### config.mk
export PLATFORM = sky130hd
export DESIGN_NAME = adc_seq_host
export DESIGN_NICKNAME = d
export VERILOG_FILES = /design/src/rtl/adc_seq_pkg.sv /design/src/rtl/adc_sclk_div.sv /design/src/rtl/adc_wait_timer.sv /design/src/rtl/adc_sync2.sv /design/src/rtl/adc_seq_host.sv
export SDC_FILE = /design/constraint.sdc
export NUM_CORES = 1
export LEC_CHECK = 0
export CORE_MARGIN = 1
export CORE_UTILIZATION = 30
export CTS_CLUSTER_SIZE = 16
export DETAILED_ROUTE_END_ITERATION = 6
export PLACE_DENSITY_LB_ADDON = 0.3
export RECOVER_POWER = 25
export SYNTH_ARGS = -nofsm -noshare
export SYNTH_HDL_FRONTEND = slang
export SYNTH_HIERARCHICAL = 1
export SYNTH_SLANG_ARGS = --single-unit
### constraint.sdc
create_clock -name clk -period 3 [get_ports clk]
set_clock_uncertainty 0.05 [all_clocks]
set_input_delay 0.3 -clock clk [delete_from_list [all_inputs] [get_ports clk]]
set_output_delay 0.3 -clock clk [all_outputs]
set_load 0.02 [all_outputs]
### src/rtl/adc_seq_pkg.sv
package adc_seq_pkg;

  localparam int CH_W  = 3;
  localparam int PD_W  = 2;
  localparam int CMD_W = 1 + CH_W + 2 + PD_W;

  typedef enum logic [2:0] {
    ST_IDLE,
    ST_CMD,
    ST_CONV,
    ST_DATA,
    ST_GAP
  } seq_state_e;

  typedef struct packed {
    logic [CH_W-1:0] chan;
    logic            rng;
    logic            bip;
    logic [PD_W-1:0] pd;
    logic            pad;
    logic            timed;
  } req_cfg_t;

endpackage

### src/rtl/adc_sclk_div.sv
module adc_sclk_div #(
  parameter int HALF = 2
) (
  input  logic clk,
  input  logic rst_n,
  input  logic run,
  output logic tick
);

  localparam int W = (HALF > 1) ? $clog2(HALF) : 1;
  localparam logic [W-1:0] LAST = W'(HALF - 1);

  logic [W-1:0] cnt_q, cnt_d;

  always_comb begin
    tick = run && (cnt_q == LAST);
    if (!run || tick) cnt_d = '0;
    else              cnt_d = cnt_q + 1'b1;
  end

  always_ff @(posedge clk or negedge rst_n) begin
    if (!rst_n) cnt_q <= '0;
    else        cnt_q <= cnt_d;
  end

endmodule

### src/rtl/adc_wait_timer.sv
module adc_wait_timer #(
  parameter int W = 10
) (
  input  logic         clk,
  input  logic         rst_n,
  input  logic         clr,
  input  logic         en,
  output logic [W-1:0] cnt
);

  logic [W-1:0] cnt_d;

  always_comb begin
    if (clr)     cnt_d = '0;
    else if (en) cnt_d = cnt + 1'b1;
    else         cnt_d = cnt;
  end

  always_ff @(posedge clk or negedge rst_n) begin
    if (!rst_n) cnt <= '0;
    else        cnt <= cnt_d;
  end

endmodule

### src/rtl/adc_sync2.sv
module adc_sync2 (
  input  logic clk,
  input  logic rst_n,
  input  logic d,
  output logic q
);

  logic s1_q;

  always_ff @(posedge clk or negedge rst_n) begin
    if (!rst_n) begin
      s1_q <= 1'b1;
      q    <= 1'b1;
    end else begin
      s1_q <= d;
      q    <= s1_q;
    end
  end

endmodule

### src/rtl/adc_seq_host.sv
module adc_seq_host
  import adc_seq_pkg::*;
#(
  parameter int HALF        = 2,
  parameter int RES_W       = 12,
  parameter int PAD_W       = 16,
  parameter int WAIT_CYC    = 300,
  parameter int TIMEOUT_CYC = 600
) (
  input  logic             clk,
  input  logic             rst_n,
  input  logic             start_i,
  input  logic [2:0]       chan_i,
  input  logic             rng_i,
  input  logic             bip_i,
  input  logic [1:0]       pd_i,
  input  logic             pad_i,
  input  logic             timed_i,
  output logic             busy_o,
  output logic             done_o,
  output logic             err_o,
  output logic [RES_W-1:0] result_o,
  output logic [2:0]       chan_o,
  output logic             adc_cs_n,
  output logic             adc_sclk,
  output logic             adc_din,
  input  logic             adc_dout,
  input  logic             adc_sstrb
);

  localparam int CNT_W = $clog2(PAD_W + 1);
  localparam int TW    = $clog2(TIMEOUT_CYC + 1);
  localparam logic [CNT_W-1:0] CMD_LAST  = CNT_W'(CMD_W - 1);
  localparam logic [CNT_W-1:0] RES_LAST  = CNT_W'(RES_W - 1);
  localparam logic [CNT_W-1:0] PAD_LAST  = CNT_W'(PAD_W - 1);
  localparam logic [CNT_W-1:0] RES_CNT   = CNT_W'(RES_W);
  localparam logic [TW-1:0]    WAIT_LAST = TW'(WAIT_CYC - 1);
  localparam logic [TW-1:0]    TO_LAST   = TW'(TIMEOUT_CYC - 1);

  seq_state_e             state_q, state_d;
  req_cfg_t               cfg_q, cfg_d;
  logic                   cs_n_q, cs_n_d;
  logic                   sclk_q, sclk_d;
  logic                   din_q, din_d;
  logic [CMD_W-2:0]       cmd_q, cmd_d;
  logic [CNT_W-1:0]       bit_q, bit_d;
  logic [RES_W-1:0]       sh_q, sh_d;
  logic [RES_W-1:0]       res_q, res_d;
  logic                   done_q, done_d;
  logic                   err_q, err_d;
  logic                   strb_s, strb_q;

  logic                   tick, div_run, strb_rise, wait_done, timeout;
  logic [TW-1:0]          tcnt;

  assign div_run = (state_q == ST_CMD) || (state_q == ST_DATA) || (state_q == ST_GAP);

  adc_sclk_div #(.HALF(HALF)) u_div (
    .clk(clk), .rst_n(rst_n), .run(div_run), .tick(tick)
  );

  adc_wait_timer #(.W(TW)) u_timer (
    .clk(clk), .rst_n(rst_n),
    .clr(state_q != ST_CONV), .en(state_q == ST_CONV), .cnt(tcnt)
  );

  adc_sync2 u_sync (
    .clk(clk), .rst_n(rst_n), .d(adc_sstrb), .q(strb_s)
  );

  assign strb_rise = strb_s && !strb_q;
  assign wait_done = cfg_q.timed ? (tcnt == WAIT_LAST) : strb_rise;
  assign timeout   = !cfg_q.timed && (tcnt == TO_LAST);

  always_comb begin
    state_d = state_q;
    cfg_d   = cfg_q;
    cs_n_d  = cs_n_q;
    sclk_d  = sclk_q;
    din_d   = din_q;
    cmd_d   = cmd_q;
    bit_d   = bit_q;
    sh_d    = sh_q;
    res_d   = res_q;
    done_d  = 1'b0;
    err_d   = 1'b0;
    unique case (state_q)
      ST_IDLE: begin
        if (start_i) begin
          cfg_d   = '{chan: chan_i, rng: rng_i, bip: bip_i, pd: pd_i,
                      pad: pad_i, timed: timed_i};
          cs_n_d  = 1'b0;
          din_d   = 1'b1;
          cmd_d   = {chan_i, rng_i, bip_i, pd_i};
          bit_d   = '0;
          state_d = ST_CMD;
        end
      end
      ST_CMD: begin
        if (tick) begin
          if (!sclk_q) begin
            sclk_d = 1'b1;
          end else begin
            sclk_d = 1'b0;
            if (bit_q == CMD_LAST) begin
              din_d   = 1'b0;
              bit_d   = '0;
              state_d = ST_CONV;
            end else begin
              din_d = cmd_q[CMD_W-2];
              cmd_d = {cmd_q[CMD_W-3:0], 1'b0};
              bit_d = bit_q + 1'b1;
            end
          end
        end
      end
      ST_CONV: begin
        if (wait_done) begin
          state_d = ST_DATA;
        end else if (timeout) begin
          cs_n_d  = 1'b1;
          err_d   = 1'b1;
          bit_d   = '0;
          state_d = ST_GAP;
        end
      end
      ST_DATA: begin
        if (tick) begin
          if (!sclk_q) begin
            sclk_d = 1'b1;
            if (bit_q < RES_CNT) sh_d = {sh_q[RES_W-2:0], adc_dout};
          end else begin
            sclk_d = 1'b0;
            if (bit_q == (cfg_q.pad ? PAD_LAST : RES_LAST)) begin
              cs_n_d  = 1'b1;
              done_d  = 1'b1;
              res_d   = sh_q;
              bit_d   = '0;
              state_d = ST_GAP;
            end else begin
              bit_d = bit_q + 1'b1;
            end
          end
        end
      end
      ST_GAP: begin
        if (tick) begin
          bit_d = bit_q + 1'b1;
          if (bit_q != '0) state_d = ST_IDLE;
        end
      end
      default: state_d = ST_IDLE;
    endcase
  end

  always_ff @(posedge clk or negedge rst_n) begin
    if (!rst_n) begin
      state_q <= ST_IDLE;
      cfg_q   <= '0;
      cs_n_q  <= 1'b1;
      sclk_q  <= 1'b0;
      din_q   <= 1'b0;
      cmd_q   <= '0;
      bit_q   <= '0;
      sh_q    <= '0;
      res_q   <= '0;
      done_q  <= 1'b0;
      err_q   <= 1'b0;
      strb_q  <= 1'b1;
    end else begin
      state_q <= state_d;
      cfg_q   <= cfg_d;
      cs_n_q  <= cs_n_d;
      sclk_q  <= sclk_d;
      din_q   <= din_d;
      cmd_q   <= cmd_d;
      bit_q   <= bit_d;
      sh_q    <= sh_d;
      res_q   <= res_d;
      done_q  <= done_d;
      err_q   <= err_d;
      strb_q  <= strb_s;
    end
  end

  assign busy_o   = (state_q != ST_IDLE);
  assign done_o   = done_q;
  assign err_o    = err_q;
  assign result_o = res_q;
  assign chan_o   = cfg_q.chan;
  assign adc_cs_n = cs_n_q;
  assign adc_sclk = sclk_q;
  assign adc_din  = din_q;

endmodule

Word-level counts from Yosys, hierarchy flattened
Index checks and enable logic that the tools add are counted.

storage, ports and cells
  register bits = 63
  output and inout bits = 21
  input port bits = 14
  logic and storage cells = 124

cells by class
  bitwise gates (word level) = 1
  add/subtract/negate cells = 3
  mux-type cells = 53
  reduce and logical (&&, ||, !) cells = 26
  eq/ne operators = 22
  magnitude comparators = 1

operator list
  cell                     count
  $mux W5                  10
  $mux W3                  12
  $mux W7                  4
  $pmux W5 S5              1
  $mux W1                  20
  $mux W10                 2
  $ne A2 B2 Y1 const B     9
  $pmux W3 S5              1
  $pmux W7 S2              1
  $reduce_and A4 Y1        3
  $add A10 B1 Y10 const B  1
  $eq A10 B10 Y1 const B   1
  $eq A10 B9 Y1 const B    1
  $reduce_and A10 Y1       1
  $reduce_bool A5 Y1       2
  $reduce_and A9 Y1        1
  $reduce_and A7 Y1        1
  $eq A3 B2 Y1 const B     2
  $ne A2 B1 Y1 const B     3
  $reduce_bool A3 Y1       2
  $add A5 B1 Y5 const B    1
  $eq A5 B3 Y1 const B     1
  $eq A5 B4 Y1             1
  $lt A5 B4 Y1 const B     1
  other kinds (16)         24

Longest topological paths before layout
Gate-level depths: netlist (run 1).

  word-level depth = 6
  depth in mapped cells = 13

Modules after synthesis
The synthesis (run 1) kept the hierarchy.

by module, submodules not included
  module          area each (µm²)  times used  cells an instance
  adc_seq_host    2404.8           1           236
  adc_wait_timer  489.2            1           47
  adc_sync2       52.6             1           2
  adc_sclk_div    41.3             1           3

Worst setup path after synthesis (run 1)
Ideal clock, no wire load.

  path kind = reg2reg
  start = reg state_q[0]
  end = reg state_q[0]
  data arrival time = 2.193 ns
  stages on the path, launching flop included = 12
  setup slack = 0.632 ns
  period minus slack after synthesis = 2.368 ns
  library setup time = 0.125 ns
  cell sequence = dfrtp_1 > buf_2 > nor2_1 > nand2_1 > nand2_1 > and2_2 > buf_2 > nand2_1 > nor4b_1 > o22ai_1 > nor2_2 > mux2_4

between the ends
  word-level cells in the longest chain between the ends = 6
  elaborated cells on any way between the ends = 20
  those cells by class = 14 x eq/ne; 1 x mux; 5 x reduce/logical

ends and longest elaborated chain
  item                                          line                 text
  start, declared                               adc_seq_host.sv:40   seq_state_e state_q, state_d;
  start signal, assigned                        adc_seq_host.sv:171  state_q <= state_d;
  $eq A3 B1 Y1 or $eq A3 B2 Y1 (tied branches)  adc_seq_host.sv:56   assign div_run = (state_q == ST_CMD) || (state_q == ST_DATA) || (state_q == ST_GAP);
  $logic_or A1 B1 Y1                            adc_seq_host.sv:56
  $logic_or A1 B1 Y1 (*)                        adc_seq_host.sv:56
  named net div_run                             adc_seq_host.sv:53   logic tick, div_run, strb_rise, wait_done, timeout;
  $logic_and A1 B1 Y1 (*)                       adc_sclk_div.sv:16   tick = run && (cnt_q == LAST);
  named net tick                                adc_seq_host.sv:53
  $ne A2 B2 Y1 (no source line)                 -
  $reduce_and A10 Y1 (no source line) (*)       -

The timed path passes the listed nets; every way through them passes the cells marked *.
A chain may end at the register's enable or synchronous reset.

Worst setup path in the final report (run 1)
Same ends and word-level chain as after synthesis.

==> impl_metrics.tcl, run 1 <==
set metrics [dict create \
    violations "capacitance limit, slew limit" \
    worst_pin_slew_ns 1.574 \
    hpwlAfterDp_um 4034 \
    worst_path_most_repeated_cell "nand2_1" \
    rows 36 \
    cpPeakStageDelay_ns 0.60 \
    die_x_um 101.8 \
    synth_edf_count 0 \
    diodes 0 \
    postCtsSetupBuffers 0 \
    async_flop_share_pct 100.0 \
    rsz0062_at_grt "false" \
    worst_path_max_delay_cell "nor4b_1" \
    power_mw 2.882 \
    dieArea_sq_um 10360 \
    report.final.slew_viol_count 28 \
    synth-main-ff-cell "dfrtp_1" \
    cts_buffer_depth 2 \
    drt_iter0_drc 104 \
    grt_use_met1_pct 17.03 \
    clk_latency_ns 0.34 \
    core_area_sq_um 9729 \
    grt_pass1_wl_um 9846 \
    layout.cells.most_common "nand2_1" \
    status "finished with violations" \
    vias 2122 \
    clock-root-buffer "clkbuf_8" \
    cts_tree "yes" \
    startpoint_type "flop" \
    hp-class "flop to flop" \
    vdd_drop_max_mv 0.2982 \
    top_usage_layer "met2" \
    preCtsSetupSlack_ns 0.4010 \
    power.density_nw_per_um2 784.5 \
    synthCells 288 \
    cts.sinks 63 \
    gp_congestion 0.7487 \
    grt_max_degree 37 \
    fin_crit_ns 2.632 \
    top_level_ports 35 \
    via_per_inst 4.623 \
    ys_warn_count 6 \
    syn_avg_cell_area_sq_um 10.37 \
    critPathTopFamily "simple AND/OR/NAND/NOR gates" \
    start_util_pct 30.71 \
    cp.required_ns 3.17 \
    syn-num-nets 305 \
    grt_pass1_vias 2011 \
    dr.pass1.iters 4 \
    critical_path_buf_inv_count 0 \
    clk_pin_slew_worst_paths_ns 0.07 \
    use_met3_pct 3.520 \
    yosysSeqAreaShare_pct 52.93 \
    drc 0 \
    critPathCaptureType "flop" \
    crit_type "flop to flop" \
    slew_headroom_pct -4.960 \
    layout_common_cells "nand2_1 (64), dfrtp_1 (59), clkdlybuf4s50_1 (32)" \
    cp.arrival_ns 2.81 \
    min_period_over_period_pct 87.73 \
    syn_to_final_growth_pct 22.95 \
    hold_viol 0 \
    synth_area_sq_um 2988 \
    cap_violations 1 \
    grt_use_total_pct 12.44 \
    finalInstanceArea_sq_um 3674 \
    antenna_found_initial 0 \
    drive_gt1_share_pct 17.48 \
    place_area_sq_um 3433 \
    gr-total-overflow 0 \
    antenna_left 0 \
    synth-seq-cells 63 \
    routed_wirelength_um 5804 \
    setup_ws_ns 0.3681 \
    path_max_fanout 13 \
    ys_types 54 \
    die_y_um 101.8 \
    cts-buffers-inserted 9 \
    htreeDepth 3 \
    grt_util_met2_pct 18.66 \
    power_leakage_nw 1.593 \
    path_cells "nor2_1 -> nand2_1 -> nand2_1 -> and2_2 -> nand2_1 -> nor4b_1 -> o22ai_1 -> nor2_2 -> mux2_4" \
    clock.fmax_mhz 380.0 \
    setup_violations 0 \
    nets 338 \
    finalSetupTns_ns 0 \
    portBuffers 34 \
    wl_per_cell_um 12.64 \
]
## worst register-to-register path, stage by stage (launching register included)
cell and delay (ns):
dfrtp_1 0.51, nor2_1 0.20, nand2_1 0.10, nand2_1 0.09
and2_2 0.22, nand2_1 0.09, nor4b_1 0.60, o22ai_1 0.19
nor2_2 0.17, mux2_4 0.30
## final timing paths
check                                       start                     end  slack (ns)  cells after the start
min reg2reg                 u_sync/s1_q$_DFF_PN1_      u_sync/q$_DFF_PN1_        0.31                      0
min                         u_sync/s1_q$_DFF_PN1_      u_sync/q$_DFF_PN1_        0.31                      0
max                        state_q[0]$_DFFE_PN0P_  state_q[0]$_DFFE_PN0P_        0.37                      9
min in group asynchronous                   rst_n    bit_q[0]$_DFFE_PN0P_        0.84                      2
max in group asynchronous                   rst_n   u_sync/s1_q$_DFF_PN1_        1.11                      3
max reg2reg                state_q[0]$_DFFE_PN0P_  state_q[0]$_DFFE_PN0P_        0.37                      9
## layout make-up
| class | count | area (sq um) |
|---|---|---|
| timing repair buffer | 38 | 379.1 |
| tap | 133 | 166.4 |
| multi-input combinational | 203 | 1292 |
| clock buffer | 10 | 137.6 |
| clock inverter | 6 | 93.84 |
| sequential | 63 | 1582 |
| fill | 996 | 6056 |
| inverter | 6 | 22.52 |
## synth_stat cells, drive strengths merged (5+ instances only)
| cell type | instances | area (sq um) |
|---|---|---|
| nor2 | 19 | 78.83 |
| o21ai | 16 | 80.08 |
| mux2i | 7 | 70.07 |
| inv | 6 | 22.52 |
| buf | 12 | 76.32 |
| a21oi | 11 | 55.05 |
| nand4 | 5 | 46.29 |
| nand2 | 65 | 246.5 |
| mux2 | 18 | 206.4 |
| dfrtp | 59 | 1476 |
## per-layer routing
metal  share of wire (%)  wire, um
met5                   0         0
met1                  50      2913
met4                 1.1        64
met2                  46      2674
met3                 2.6       151
## logic make-up (layout without fill, tap and decap cells)
logic type,Yosys count,count (layout),share of synthesized area [%]
flip-flops,63,63,52.93
buffers and inverters,22,60,3.810
XOR/XNOR,6,6,1.759
AND/OR/NAND/NOR,123,123,20.77
multiplexers,25,25,9.254
AO/OA/AOI/OAI,46,46,10.22
adder cells (fa/ha/maj),3,3,1.256
## stage by stage
stage | hold WS (ns) | util, % | std cells
after CTS | 0.3114 | 37.77 | 459
after floorplan | -0.04559 | - | 288
final | 0.3116 | 37.76 | 459
after global placement | 0.2977 | 35.29 | 442
after detailed placement | 0.3019 | 35.29 | 442
after global routing | 0.3124 | 37.76 | 459
## power breakdown
part | total (mW) | internal [mW] | leakage, nW | switching [mW]
Clock | 0.839 | 0.494 | 0.113 | 0.345
Sequential | 1.18 | 1.01 | 0.828 | 0.162
Combinational | 0.867 | 0.425 | 0.652 | 0.443
## registers in the layout (all words and copies together), names as in the netlist
signal,count
u_timer/cnt,10
bit_q,5
cmd_q,7
u_div/cnt_q,1
state_q,3
cfg_q,2
adc_din,1
sh_q,12
u_sync/s1_q,1
strb_q,1
err_o,1
adc_cs_n,1
u_sync/q,1
adc_sclk,1
result_o,12
done_o,1
chan_o,3
## timing repair
action                     in CTS  in global routing
hold endpoints to repair       26                  0
hold buffers                    1                  0
gates resized for setup         0                  0
setup endpoints to repair       0                  0
No activity file was read; power rests on OpenSTA's default activity.
==> run 2: changes to the inputs <==
- DONT_BUFFER_PORTS: unset -> 1
==> impl_metrics.tcl, run 2 (synthesis gave the netlist of run 1 again) <==
set metrics [dict create \
    cp.required_ns 3.18 \
    cap_violations 1 \
    die_x_um 101.8 \
    cts_buffer_depth 2 \
    startpoint_type "flop" \
    clock-root-buffer "clkbuf_8" \
    top_usage_layer "met2" \
    die_y_um 101.8 \
    wl_per_cell_um 13.39 \
    critPathTopFamily "simple AND/OR/NAND/NOR gates" \
    finalSetupTns_ns 0 \
    reg2regPathDepth 8 \
    final_util_pct 34.13 \
    cts_resized 0 \
    diodes 0 \
    regToRegStartpoint "state_q[0]$_DFFE_PN0P_" \
    clk_pin_slew_worst_paths_ns 0.07 \
    grt_pass1_vias 1896 \
    grt_max_degree 64 \
    min-delay-start "pd_i[0]" \
    report.final.slew_viol_count 64 \
    slew_headroom_pct -3.475 \
    grt_util_met2_pct 17.10 \
    cts-buffers-inserted 9 \
    grt_use_met1_pct 16.01 \
    hp-class "input port to flop" \
    holdPathStages 1 \
    htreeDepth 3 \
    postCtsSetupBuffers 0 \
    gr-total-overflow 0 \
    syn_to_final_growth_pct 11.14 \
    placed_cells 408 \
    layout_common_cells "nand2_1 (64), dfrtp_1 (59), mux2_2 (17)" \
    start_util_pct 30.71 \
    rows 36 \
    use_met3_pct 5.107 \
    violations "capacitance limit, slew limit" \
    drc 0 \
    dr.pass1.iters 4 \
    routed_wirelength_um 5706 \
    drive_gt1_share_pct 19.45 \
    r2r-end "state_q[0]$_DFFE_PN0P_" \
    status "finished with violations" \
    cp.arrival_ns 2.75 \
    antenna_left 0 \
    core_area_sq_um 9729 \
    path_cells "nand2b_1 -> nand2_1 -> and2_2 -> nand2_1 -> nor4b_1 -> o22ai_1 -> nor2_2 -> mux2_4" \
    dieArea_sq_um 10360 \
    vdd_drop_max_mv 0.2137 \
    antenna_found_initial 0 \
    cpPeakStageDelay_ns 0.56 \
    clk_latency_ns 0.34 \
    portBuffers 0 \
    min_period_over_period_pct 85.89 \
    vias 2032 \
    top_level_ports 35 \
    layout.cells.most_common "nand2_1" \
    gp_congestion 0.7751 \
    crit_type "flop to flop" \
    hold_slack_ns 0.05137 \
    clock.fmax_mhz 388.1 \
    grt_use_total_pct 12.04 \
    path_max_fanout 13 \
    nets 306 \
    setup_violations 0 \
    cts_tree "yes" \
    hold_path_end "cmd_q[0]$_DFFE_PN0P_" \
    rrSetupSlack_ns 0.42 \
    via_per_inst 4.770 \
    fin_cells 426 \
    drt_iter0_drc 88 \
    power.density_nw_per_um2 820.3 \
    critical_path_buf_inv_count 0 \
    grt_pass1_wl_um 9459 \
    hold_viol 0 \
    worst_path_most_repeated_cell "nand2_1" \
    power_leakage_nw 1.466 \
    hpwlAfterDp_um 3936 \
    critPathCaptureType "flop" \
    worst_pin_slew_ns 1.552 \
    fin_crit_ns 2.577 \
    cp.depth 8 \
    rsz0062_at_grt "false" \
    cts.sinks 63 \
    worst_path_max_delay_cell "dfrtp_1" \
]
## run 2: final cells by class
cell class / instances / area, sq um
fillers: 996 / 6409
repair buffers: 6 / 47.55
inverters: 6 / 22.52
well taps: 133 / 166.4
clock buffers: 9 / 123.9
flip-flops and latches: 63 / 1582
multi-input cells: 203 / 1292
clock inverters: 6 / 86.33
## run 2: power breakdown
group	internal, mW	switching (mW)
clock network	0.461	0.329
logic	0.332	0.375
registers	1.01	0.213
## run 2: worst max path at each step
stage,from,endpoint,slack (ns)
2_1_floorplan,state_q[0]$_DFFE_PN0P_,state_q[0]$_DFFE_PN0P_,0.63
4_1_cts,state_q[0]$_DFFE_PN0P_,result_o[6]$_DFFE_PN0P_,0.37
6_report,state_q[0]$_DFFE_PN0P_,state_q[0]$_DFFE_PN0P_,0.42
5_1_grt,state_q[0]$_DFFE_PN0P_,result_o[10]$_DFFE_PN0P_,0.1
3_5_place_dp,state_q[1]$_DFFE_PN0P_,result_o[6]$_DFFE_PN0P_,0.40
3_3_place_gp,state_q[1]$_DFFE_PN0P_,state_q[0]$_DFFE_PN0P_,0.49
## run 2: timing repair
| item | 4_1_cts | 5_1_grt |
|---|---|---|
| endpoints found under the hold margin | 64 | 0 |
| hold buffers | 3 | 0 |
| setup endpoints to repair | 0 | 0 |
## run 2: metal layers
metal	routed length [um]	part of all wire (%)
met5	0	0
met4	92	1.6
met2	2551	45
met3	329	5.8
met1	2734	48
## run 2: through the flow
stage          power, mW  setup WS (ns)  area, sq um
2_1_floorplan      1.850         0.6323         2988
3_3_place_gp       1.929         0.4949         3085
3_5_place_dp       1.942         0.3973         3085
4_1_cts            2.768         0.3721         3343
5_1_grt            2.905        0.09825         3321
6_report           2.724         0.4232         3321
## run 2: worst reg2reg max path: stages, from the launching register on
cell,delay [ns]
dfrtp_1,0.56
nand2b_1,0.22
nand2_1,0.12
and2_2,0.22
nand2_1,0.09
nor4b_1,0.54
o22ai_1,0.18
nor2_2,0.17
mux2_4,0.31
==> run 3: changes to the inputs <==
- CTS_CLUSTER_SIZE: 16 -> 8
==> results of run 3 <==
Same layout as run 2: the final DEF is identical, and so are final timing and power.
